## src/rtl/ccl_pkg.sv

```systemverilog
package ccl_pkg;

  // Line coherence states; the numeric codes are visible on evt_state.
  typedef enum logic [2:0] {
    ST_INV = 3'd0,
    ST_EXD = 3'd1,
    ST_LSC = 3'd2,
    ST_LSD = 3'd3,
    ST_GSC = 3'd4
  } line_st_e;

  // Outcome of applying a local write to a line.
  typedef struct packed {
    line_st_e nxt;
    logic     bcast;
    logic     bc_upd;
    logic     notify;
  } wr_res_t;

endpackage

```

## src/rtl/ccl_line_store.sv

```systemverilog
module ccl_line_store import ccl_pkg::*; #(
  parameter int LINES = 4,
  parameter int TAG_W = 4,
  parameter int IDX_W = $clog2(LINES)
) (
  input  logic             clk,
  input  logic             rst_n,
  input  logic             we,
  input  logic [IDX_W-1:0] widx,
  input  logic [TAG_W-1:0] wtag,
  input  line_st_e         wst,
  input  logic             wupd,
  input  logic [IDX_W-1:0] ra_idx,
  output logic [TAG_W-1:0] ra_tag,
  output line_st_e         ra_st,
  output logic             ra_upd,
  input  logic [IDX_W-1:0] rb_idx,
  output logic [TAG_W-1:0] rb_tag,
  output line_st_e         rb_st,
  output logic             rb_upd
);

  line_st_e         st_arr  [LINES];
  logic [TAG_W-1:0] tag_arr [LINES];
  logic             upd_arr [LINES];

  for (genvar g = 0; g < LINES; g++) begin : g_line
    line_st_e         st_r;
    logic [TAG_W-1:0] tag_r;
    logic             upd_r;

    always_ff @(posedge clk or negedge rst_n) begin
      if (!rst_n) begin
        st_r  <= ST_INV;
        tag_r <= '0;
        upd_r <= 1'b0;
      end else if (we && widx == IDX_W'(g)) begin
        st_r  <= wst;
        tag_r <= wtag;
        upd_r <= wupd;
      end
    end

    assign st_arr[g]  = st_r;
    assign tag_arr[g] = tag_r;
    assign upd_arr[g] = upd_r;
  end

  // Port A serves the local side, port B the snoop side.
  assign ra_tag = tag_arr[ra_idx];
  assign ra_st  = st_arr[ra_idx];
  assign ra_upd = upd_arr[ra_idx];
  assign rb_tag = tag_arr[rb_idx];
  assign rb_st  = st_arr[rb_idx];
  assign rb_upd = upd_arr[rb_idx];

endmodule

```

## src/rtl/ccl_rules.sv

```systemverilog
module ccl_rules import ccl_pkg::*; (
  input  line_st_e   wr_base,
  input  logic       wr_upd,
  output wr_res_t    wr_res,
  input  logic [1:0] fill_src,
  input  logic       fill_is_wr,
  output line_st_e   fill_base,
  input  line_st_e   snp_cur,
  input  logic       snp_inv,
  output line_st_e   snp_nxt,
  output logic       snp_sup
);

  // Local write applied to a line already holding the data.
  always_comb begin
    wr_res = '{nxt: ST_EXD, bcast: 1'b0, bc_upd: 1'b0, notify: 1'b0};
    case (wr_base)
      ST_LSC, ST_LSD: begin
        wr_res.bcast  = 1'b1;
        wr_res.bc_upd = wr_upd;
        wr_res.nxt    = wr_upd ? ST_LSD : ST_EXD;
      end
      ST_GSC: begin
        wr_res.bcast  = 1'b1;
        wr_res.bc_upd = wr_upd;
        wr_res.notify = 1'b1;
        wr_res.nxt    = wr_upd ? ST_GSC : ST_EXD;
      end
      default: wr_res.nxt = ST_EXD;
    endcase
  end

  // State a refill installs, before any pending write is applied.
  always_comb begin
    if (fill_src[1])      fill_base = ST_GSC;
    else if (fill_src[0]) fill_base = ST_LSC;
    else                  fill_base = fill_is_wr ? ST_EXD : ST_LSC;
  end

  // Snooped transaction on a hitting line.
  always_comb begin
    snp_sup = 1'b0;
    snp_nxt = snp_cur;
    if (snp_inv) begin
      snp_nxt = ST_INV;
    end else if (snp_cur == ST_EXD || snp_cur == ST_LSD) begin
      snp_sup = 1'b1;
      snp_nxt = ST_LSD;
    end
  end

endmodule

```

## src/rtl/ccl_coh_ctrl.sv

```systemverilog
module ccl_coh_ctrl import ccl_pkg::*; #(
  parameter int LINES  = 4,
  parameter int TAG_W  = 4,
  parameter int DATA_W = 8
) (
  input  logic                             clk,
  input  logic                             rst_n,
  input  logic                             req_valid,
  output logic                             req_ready,
  input  logic                             req_write,
  input  logic [TAG_W+$clog2(LINES)-1:0]   req_addr,
  input  logic [DATA_W-1:0]                req_wdata,
  input  logic                             req_upd,
  input  logic                             snp_valid,
  input  logic                             snp_inv,
  input  logic [TAG_W+$clog2(LINES)-1:0]   snp_addr,
  output logic                             wb_valid,
  input  logic                             wb_ready,
  output logic [TAG_W+$clog2(LINES)-1:0]   wb_addr,
  output logic                             fill_req,
  output logic [TAG_W+$clog2(LINES)-1:0]   fill_addr,
  input  logic                             fill_rsp_valid,
  output logic                             fill_rsp_ready,
  input  logic [1:0]                       fill_rsp_src,
  output logic                             evt_valid,
  output logic                             evt_snoop,
  output logic                             evt_hit,
  output logic [$clog2(LINES)-1:0]         evt_idx,
  output logic [2:0]                       evt_state,
  output logic                             snp_supply,
  output logic                             bc_valid,
  output logic                             bc_upd,
  output logic [TAG_W+$clog2(LINES)-1:0]   bc_addr,
  output logic [DATA_W-1:0]                bc_data,
  output logic                             mp_notify
);

  localparam int IDX_W  = $clog2(LINES);
  localparam int ADDR_W = TAG_W + IDX_W;

  typedef enum logic [1:0] {PH_IDLE, PH_WB, PH_FILL} phase_e;

  phase_e              phase_q;
  logic                pend_wr, pend_upd;
  logic [TAG_W-1:0]    pend_tag, vic_tag;
  logic [IDX_W-1:0]    pend_idx;
  logic [DATA_W-1:0]   pend_data;

  logic [IDX_W-1:0]    req_idx, snp_idx, ra_idx, widx;
  logic [TAG_W-1:0]    req_tag, snp_tag, ra_tag, rb_tag, wtag;
  line_st_e            ra_st, rb_st, fill_base, snp_nxt, st_next, wr_base;
  logic                ra_upd, rb_upd, wupd, we, snp_sup, wr_upd;
  logic                lcl_hit, snp_hit, vic_dirty;
  logic                acc, lcl_done, fill_fire, wr_apply;
  wr_res_t             wr_res;

  assign req_idx = req_addr[IDX_W-1:0];
  assign req_tag = req_addr[ADDR_W-1:IDX_W];
  assign snp_idx = snp_addr[IDX_W-1:0];
  assign snp_tag = snp_addr[ADDR_W-1:IDX_W];

  assign ra_idx  = (phase_q == PH_IDLE) ? req_idx : pend_idx;

  ccl_line_store #(.LINES(LINES), .TAG_W(TAG_W), .IDX_W(IDX_W)) u_store (
    .clk    (clk),
    .rst_n  (rst_n),
    .we     (we),
    .widx   (widx),
    .wtag   (wtag),
    .wst    (st_next),
    .wupd   (wupd),
    .ra_idx (ra_idx),
    .ra_tag (ra_tag),
    .ra_st  (ra_st),
    .ra_upd (ra_upd),
    .rb_idx (snp_idx),
    .rb_tag (rb_tag),
    .rb_st  (rb_st),
    .rb_upd (rb_upd)
  );

  // Snoop has priority: one transaction per cycle.
  assign req_ready      = (phase_q == PH_IDLE) && !snp_valid;
  assign fill_rsp_ready = (phase_q == PH_FILL) && !snp_valid;
  assign acc            = req_valid && req_ready;
  assign fill_fire      = fill_rsp_valid && fill_rsp_ready;

  assign lcl_hit   = (ra_st != ST_INV) && (ra_tag == req_tag);
  assign snp_hit   = snp_valid && (rb_st != ST_INV) && (rb_tag == snp_tag);
  assign vic_dirty = (ra_st == ST_EXD) || (ra_st == ST_LSD);
  assign lcl_done  = acc && lcl_hit;
  assign wr_apply  = (lcl_done && req_write) || (fill_fire && pend_wr);

  assign wr_base = fill_fire ? fill_base : ra_st;
  assign wr_upd  = fill_fire ? pend_upd : ra_upd;

  ccl_rules u_rules (
    .wr_base    (wr_base),
    .wr_upd     (wr_upd),
    .wr_res     (wr_res),
    .fill_src   (fill_rsp_src),
    .fill_is_wr (pend_wr),
    .fill_base  (fill_base),
    .snp_cur    (rb_st),
    .snp_inv    (snp_inv),
    .snp_nxt    (snp_nxt),
    .snp_sup    (snp_sup)
  );

  // Resulting state of whichever transaction completes this cycle.
  always_comb begin
    if (snp_valid)      st_next = snp_hit ? snp_nxt : ST_INV;
    else if (lcl_done)  st_next = req_write ? wr_res.nxt : ra_st;
    else                st_next = pend_wr ? wr_res.nxt : fill_base;
  end

  assign we   = snp_hit || (lcl_done && req_write) || fill_fire;
  assign widx = snp_valid ? snp_idx : (fill_fire ? pend_idx : req_idx);
  assign wtag = snp_valid ? rb_tag  : (fill_fire ? pend_tag : req_tag);
  assign wupd = snp_valid ? rb_upd  : (fill_fire ? pend_upd : ra_upd);

  // Miss sequencing.
  always_ff @(posedge clk or negedge rst_n) begin
    if (!rst_n) begin
      phase_q   <= PH_IDLE;
      pend_wr   <= 1'b0;
      pend_upd  <= 1'b0;
      pend_tag  <= '0;
      pend_idx  <= '0;
      pend_data <= '0;
      vic_tag   <= '0;
    end else begin
      case (phase_q)
        PH_IDLE: if (acc && !lcl_hit) begin
          pend_wr   <= req_write;
          pend_upd  <= req_upd;
          pend_tag  <= req_tag;
          pend_idx  <= req_idx;
          pend_data <= req_wdata;
          vic_tag   <= ra_tag;
          phase_q   <= vic_dirty ? PH_WB : PH_FILL;
        end
        PH_WB:   if (wb_ready)  phase_q <= PH_FILL;
        PH_FILL: if (fill_fire) phase_q <= PH_IDLE;
        default: phase_q <= PH_IDLE;
      endcase
    end
  end

  assign wb_valid  = (phase_q == PH_WB);
  assign wb_addr   = {vic_tag, pend_idx};
  assign fill_req  = (phase_q == PH_FILL);
  assign fill_addr = {pend_tag, pend_idx};

  // Registered event and bus outputs, due one cycle after acceptance.
  always_ff @(posedge clk or negedge rst_n) begin
    if (!rst_n) begin
      evt_valid  <= 1'b0;
      evt_snoop  <= 1'b0;
      evt_hit    <= 1'b0;
      evt_idx    <= '0;
      evt_state  <= 3'd0;
      snp_supply <= 1'b0;
      bc_valid   <= 1'b0;
      bc_upd     <= 1'b0;
      bc_addr    <= '0;
      bc_data    <= '0;
      mp_notify  <= 1'b0;
    end else begin
      evt_valid  <= snp_valid || lcl_done || fill_fire;
      evt_snoop  <= snp_valid;
      evt_hit    <= snp_valid ? snp_hit : lcl_done;
      evt_idx    <= widx;
      evt_state  <= st_next;
      snp_supply <= snp_hit && snp_sup;
      bc_valid   <= wr_apply && wr_res.bcast;
      bc_upd     <= wr_apply && wr_res.bc_upd;
      mp_notify  <= wr_apply && wr_res.notify;
      bc_addr    <= fill_fire ? {pend_tag, pend_idx} : req_addr;
      bc_data    <= fill_fire ? pend_data : req_wdata;
    end
  end

endmodule

```

## config.mk

```make
export PLATFORM = sky130hd
export DESIGN_NAME = ccl_coh_ctrl
export DESIGN_NICKNAME = d
export VERILOG_FILES = /design/src/rtl/ccl_pkg.sv /design/src/rtl/ccl_line_store.sv /design/src/rtl/ccl_rules.sv /design/src/rtl/ccl_coh_ctrl.sv
export SDC_FILE = /design/constraint.sdc
export NUM_CORES = 1
export LEC_CHECK = 0
export BUFFER_PORTS_ARGS = -buffer_cell sky130_fd_sc_hd__buf_2
export CAP_MARGIN = 20
export CORE_ASPECT_RATIO = 0.6
export CORE_MARGIN = 3
export CORE_UTILIZATION = 56
export DETAILED_ROUTE_END_ITERATION = 12
export HOLD_SLACK_MARGIN = 0.15
export PLACE_DENSITY = 0.88
export SLEW_MARGIN = 40
export SYNTH_ARGS = -nofsm -noshare
export SYNTH_HDL_FRONTEND = slang
export SYNTH_SLANG_ARGS = --single-unit
```

## constraint.sdc

```tcl
create_clock -name clk -period 4 [get_ports clk]
set_input_delay 0 -clock clk [delete_from_list [all_inputs] [get_ports clk]]
set_output_delay 0 -clock clk [all_outputs]
set_load 0.05 [all_outputs]
```

# --- Word-level counts from Yosys, hierarchy flattened ---
# Cells that the tools add are included.
# Widths: inputs -> output; s select.
op_classes:
  magnitude_cmp: 2
  eq_ne: 17
  n_mux: 51
  bitwise: 2
  reduce_logical: 36
op_table:
  columns: ["cell", "count"]
  rows:
  - ["$mux 3", 15]
  - ["$mux 4", 6]
  - ["$mux 2", 10]
  - ["$logic_and 1x1->1", 19]
  - ["$bmux 4 s2", 2]
  - ["$bmux 3 s2", 2]
  - ["$eq 3x2->1 const B", 4]
  - ["$mux 1", 10]
  - ["$eq 4x4->1", 2]
  - ["$mux 8", 1]
  - ["$logic_or 1x1->1", 7]
  - ["$eq 2x2->1 const B", 3]
  - ["$eq 3x1->1 const B", 2]
  - ["$ge 3x3->1 const B", 2]
  - ["$mux 6", 1]
  - ["$ne 2x1->1 const B", 3]
  - ["$not 2->3", 2]
  - ["$pmux 2 s3", 1]
  - ["$pmux 3 s2", 1]
  - ["$reduce_bool 3->1", 2]
  - ["$bmux 1 s2", 2]
  - ["$eq 2x1->1 const B", 2]
  - ["$logic_not 2->1", 2]
  - ["$eq 3x3->1 const B", 1]
  - ["other kinds (5)", 6]
word_totals:
  reg_bits: 80
  in_bits: 31
  output_inout_bits: 42
  elab_cells: 138

# --- Longest topological paths before layout ---
logic_depth:
  ltp_word: 13
  mapped_depth: 12
  depth_no_buf: 8

# --- Cells and area by module ---
# Synthesis repeated with hierarchy kept, for this count alone.
hier_totals:
  cells_unflattened: 266
  hier_area_um2: 3900.0
modules_own_cells:
  columns: ["module", "n_inst", "cells_per_inst", "area_per_inst_um2", "seq_area_each_um2"]
  rows:
  - ["ccl_coh_ctrl", 1, 161, 2192.1, 1201.2]
  - ["ccl_line_store", 1, 88, 1590.3, 800.8]
  - ["ccl_rules", 1, 17, 117.6, 0.0]

# --- Least setup slack after synthesis ---
# OpenSTA, ideal clock, no wires.
synth_timing:
  path_kind: "register -> register"
  startpoint: "register phase_q[1]"
  endpoint: "register u_store.g_line[1].upd_r"
  t_arrival_ns: 2.927
  required_ns: 3.872
  setup_slack_ns: 0.945
  path_stages_with_launch: 12
  path_buffers: 3
  synth_period_minus_slack_ns: 3.055
  path_cell_list: "dfrtp_1 -> buf_2 -> or2_2 -> nor2_1 -> and2_1 -> nand2_1 -> o21bai_1 -> o21ai_2 -> buf_4 -> and2_1 -> buf_4 -> mux2_1"
synth_between:
  elab_cells_between_ends: 30
  cone_classes: "eq/ne (3); mux (14); bitwise (1); reduce/logical (12)"
synth_lines:
  columns: ["element", "line", "text"]
  rows:
  - ["from (decl)", "ccl_coh_ctrl.sv:43", "phase_e phase_q;"]
  - ["from (signal assigned)", "ccl_coh_ctrl.sv:141", "phase_q <= vic_dirty ? PH_WB : PH_FILL;"]
  - ["$logic_not 2->1", "ccl_coh_ctrl.sv:83", "assign req_ready = (phase_q == PH_IDLE) && !snp_valid;"]
  - ["$logic_and 1x1->1", "ccl_coh_ctrl.sv:83", null]
  - ["via req_ready", "ccl_coh_ctrl.sv:9", "output logic req_ready,"]
  - ["$logic_and 1x1->1", "ccl_coh_ctrl.sv:85", "assign acc = req_valid && req_ready;"]
  - ["$logic_and 1x1->1", "ccl_coh_ctrl.sv:91", "assign lcl_done = acc && lcl_hit;"]
  - ["$logic_and 1x1->1", "ccl_coh_ctrl.sv:117", "assign we = snp_hit || (lcl_done && req_write) || fill_fire;"]
  - ["$logic_or 1x1->1 (2 in a row)", "ccl_coh_ctrl.sv:117", null]
  - ["$logic_and 1x1->1", "ccl_line_store.sv:37", "end else if (we && widx == IDX_W'(g)) begin"]
  - ["to (signal assigned)", "ccl_line_store.sv:40", "upd_r <= wupd;"]
  - ["to (decl)", "ccl_line_store.sv:30", "logic upd_r;"]
# The timed path passes the listed nets, and every way through them passes these cells. The select of a mux whose other input is x is not followed.
# A chain may end at the register's enable or synchronous reset.

# --- Worst setup path in the final report ---
layout_timing:
  startpoint: "register phase_q[0]"
  endpoint: "register u_store.g_line[0].upd_r"
layout_between:
  elab_chain_cells: 13
  elab_cells_between_ends: 30
  cone_classes: "eq/ne (2); mux (14); bitwise (1); reduce/logical (13)"
layout_rtl:
  columns: ["element", "line", "text"]
  rows:
  - ["$logic_not 2->1", "ccl_coh_ctrl.sv:62, ccl_coh_ctrl.sv:83", null]
  - ["$mux 2", "ccl_coh_ctrl.sv:62", "assign ra_idx = (phase_q == PH_IDLE) ? req_idx : pend_idx;"]
  - ["$not 2->3 (implied by the code)", "ccl_line_store.sv:50, ccl_line_store.sv:51, ccl_line_store.sv:52", null]
  - ["$bmux 4 s2 or $bmux 3 s2 (tied branches)", "ccl_line_store.sv:50, ccl_line_store.sv:51", null]
  - ["$mux 4 (implied by the code) or $mux 3 (tied branches) (2 in a row)", "ccl_line_store.sv:50, ccl_line_store.sv:51", null]
  - ["$eq 4x4->1 or $reduce_bool 3->1 (tied branches)", "ccl_coh_ctrl.sv:88", "assign lcl_hit = (ra_st != ST_INV) && (ra_tag == req_tag);"]
  - ["$logic_and 1x1->1", "ccl_coh_ctrl.sv:88", null]
  - ["$logic_and 1x1->1", "ccl_coh_ctrl.sv:91", null]
  - ["$logic_and 1x1->1", "ccl_coh_ctrl.sv:117", null]
  - ["$logic_or 1x1->1 (2 in a row)", "ccl_coh_ctrl.sv:117", null]
  - ["$logic_and 1x1->1", "ccl_line_store.sv:37", null]
  - ["to (signal assigned)", "ccl_line_store.sv:40", null]
  - ["to (decl)", "ccl_line_store.sv:30", null]
# Several ways; a longest one is shown, not always the timed one. The select of a mux whose other input is x is not followed.

==> out/qor.csv <==
stage,metric,value,unit
outcome,status,finished clean,
timing,total negative setup slack,0,ps
synthesis,Cells after Synth,409,
detailed_routing,"wirelength, routed",12.2,mm
detailed_routing,via count,3716,
synthesis,Synth Register Bits,80,
cells_and_area,share of layout cells above drive strength 1,0.303,
setup_path,CP Data Arrival Time,3850,ps
synthesis,YS warnings,0,
synthesis,share of synthesized flip-flops with an asynchronous set or reset,1.00,
floorplan,IO Count,73,
setup_path,Critical path origin,phase_q[0]$_DFFE_PN0P_,
cells_and_area,Post-layout nets,525,
clocking,CTS hold repair buffers,22,
power_and_ir_drop,P_sw,1900,uW
power_and_ir_drop,Clk pwr share,0.216,
power_and_ir_drop,Peak VDD IR,0.552,mV
setup_path,Worst R2R Setup Slack,370,ps
setup_path,Critical Path RT,4220,ps
min_path,Hold Crit Class,in2reg,
place,Detailed Place HPWL,8.54,mm
cells_and_area,"most common cell after layout, fill and taps aside",dfrtp_1,
detailed_routing,Via density,6.16,
power_and_ir_drop,sequential cell fraction of total power,0.326,
floorplan,Die Y,73.9,um
grt,GRT overflow,0,
place,GPL Wtd Cong,1.04,
timing,Peak Freq,276,MHz
power_and_ir_drop,Comb pwr share,0.457,
setup_path,critical path class,reg2reg,
clocking,TritonCTS Buffers,9,
floorplan,initial core utilization,0.584,
grt,global-route usage over all layers,0.298,
cells_and_area,Layout area overhead,22.6,%
setup_path,worst reg2reg path endpoint,u_store.g_line[0].upd_r$_DFFE_PN0P_,
timing,Final Cycle Share,0.907,
detailed_routing,drt drc,0,
run,maxcap violations,0,
cells_and_area,Antenna Cells,0,
timing,Setup Viol. Count Final,0,
timing,final number of max-transition violations,0,
detailed_routing,number of iterations in the first detailed-routing pass,5,
power_and_ir_drop,total power draw,4320,uW
synthesis,Post-Syn Area,0.00430,mm^2
synthesis,syn avg cell area,10.5,um^2
detailed_routing,1st-iter DRT viols,560,
power_and_ir_drop,P_leak,0.00245,uW
clocking,H-tree depth,3,
synthesis,"Seq/Total Area, Yosys",0.466,
setup_path,crit path to,u_store.g_line[0].upd_r$_DFFE_PN0P_,
clocking,Root Buffer,clkbuf_16,
setup_path,Worst setup SP type,flop,
floorplan,Placeable Area,0.00736,mm^2
timing,Slew HR,0.515,
timing,Final Hold Fails,0,
synthesis,ys flop type,dfrtp_1,
floorplan,die area,0.00880,mm^2
clocking,"Clk pin slew, worst setup/hold paths",60,ps
min_path,Worst Min Path Start,fill_rsp_valid,
detailed_routing,post-route ant nets,0,
floorplan,FP Rows,24,
timing,crit path time final,3630,ps
grt,initial antenna violation count,0,
detailed_routing,WL per Instance,20.2,um
timing,RSZ-0062 raised after global routing,false,
power_and_ir_drop,switch share,0.439,
grt,first-pass GRT wire length,19.8,mm
synthesis,"EDFF count, synth",0,
power_and_ir_drop,P_int,2420,uW
setup_path,reg-to-reg startpoint,phase_q[0]$_DFFE_PN0P_,
setup_path,Critical Path Fanout Max,15,
clocking,Post CTS Setup Buffer Count,0,
grt,vias in the first global route,3729,
place,placed cell count,565,
grt,largest net degree at the start of global routing,81,
synthesis,Synthesized Nets,440,
floorplan,die width,119,um
setup_path,crit end category,flop,
clocking,CTS Sinks,80,
timing,Clock Skews,6.01,ps
timing,slew at the pin closest to its max-slew limit,728,ps
clocking,Worst-Skew Late Latency,340,ps
place,Buffers on Ports,72,
synthesis,synth unique cells,57,
clocking,CTS tree,done,
setup_path,Worst Reg2Reg Path Length in Cells,8,
cells_and_area,"commonest cells after routing, fill and taps aside","dfrtp_1 (80), buf_2 (71), nand2_1 (70)",
clocking,largest buffer count on any clock path,2,
power_and_ir_drop,pwr/cell area,819,mW/mm^2
cells_and_area,Finished Layout Cells,603,
clocking,post-cts resize count,0,
## how the worst min path moves through the flow
stage / endpoint / slack (ps) / cells after the start
3_3_place_gp: bc_data[7]$_DFF_PN0_ / 200 / 1
2_1_floorplan: bc_addr[0]$_DFF_PN0_ / -300 / 0
6_report: mp_notify$_DFF_PN0_ / 170 / 4
4_1_cts: snp_supply$_DFF_PN0_ / 160 / 5
3_5_place_dp: bc_valid$_DFF_PN0_ / 80 / 1
5_1_grt: mp_notify$_DFF_PN0_ / 200 / 4
## cells by family (layout without fill, tap and decap cells)
kind of cell           count (synthesis)  after routing  synth area share
AO/OA/AOI/OAI                         78             78             0.122
XOR/XNOR                               4              4           0.00815
multiplexers                          58             58             0.183
buffers and inverters                 32            122            0.0373
AND/OR/NAND/NOR                      157            157             0.184
flip-flops                            80             80             0.466
## worst max-delay path, cell delays in order (launching register included)
cell and delay (ps):
dfrtp_1 560, nor3b_1 670, nor2_1 160, or4_1 530
nand4_1 150, o221ai_4 170, o21ai_2 420, and2_1 460
mux2_1 370
## sequential cells by signal, summed over array words and instances (netlist names), 4 cells and up
register              count
u_store.g_line.tag_r     16
u_store.g_line.st_r      12
bc_data                   8
pend_data                 8
bc_addr                   6
pend_tag                  4
u_store.g_line.upd_r      4
vic_tag                   4
## area by class of cell
type / instances / area [um^2]
Multi-Input combinational cell: 297 / 2150
Fill cell: 505 / 2090
Sequential cell: 80 / 2000
Timing Repair Buffer: 98 / 617
Clock buffer: 10 / 229
Tap cell: 104 / 130
Clock inverter: 6 / 108
Inverter: 8 / 30.0
## Yosys cell counts, types with 4 or more instances
master     n  area, um^2
mux2_2    28         315
and2_1    11        68.8
xnor2_1    4        35.0
buf_4      5        37.5
nor3_1    10        50.1
inv_1      8        30.0
nand2_1   70         263
o21ai_1    4        20.0
a31oi_1   10        62.6
nor2_1    14        52.6
buf_2     11        55.1
or2_2      4        25.0
mux4_2    11         248
nand2b_1   4        25.0
o211ai_1   5        37.5
clkbuf_1   5        18.8
mux2i_1    5        50.1
mux2_4     4        60.1
o21ai_0   16        80.1
dfrtp_1   80        2000
and3_1     6        37.5
mux2_1    10         113
a21oi_1   16        80.1
nand3_1   13        65.1
a21boi_0   4        30.0
## metrics by stage
step	area [um^2]	util	worst slack, ps	hold WS [ps]
floorplan	4300	-	945	-296
global placement	4710	0.640	520	196
detailed placement	4710	0.640	271	79.2
CTS	5270	0.716	239	159
global route	5270	0.716	179	197
finish	5270	0.716	371	169
## routing by layer
layer  vias to the layer above  GRT usage  share of wire  wire, um
li1                       1641          -              -         -
met1                      1848      0.391           0.42      5140
met2                       196      0.462           0.45      5500
met3                        31      0.132           0.11      1310
met4                         0     0.0693          0.020       239
met5                         -          0              0         0
## power groups by stage
| stage | sequential (uW) | clock (uW) | combinational (uW) |
|---|---|---|---|
| final | 1410 | 933 | 1970 |
| after CTS | 1390 | 943 | 1940 |
| after floorplan | 1600 | 0 | 1190 |
| after global routing | 1440 | 980 | 2120 |
| after detailed placement | 1400 | 0 | 1910 |
| after global placement | 1380 | 0 | 1860 |
No activity file was read; power rests on OpenSTA's default activity.
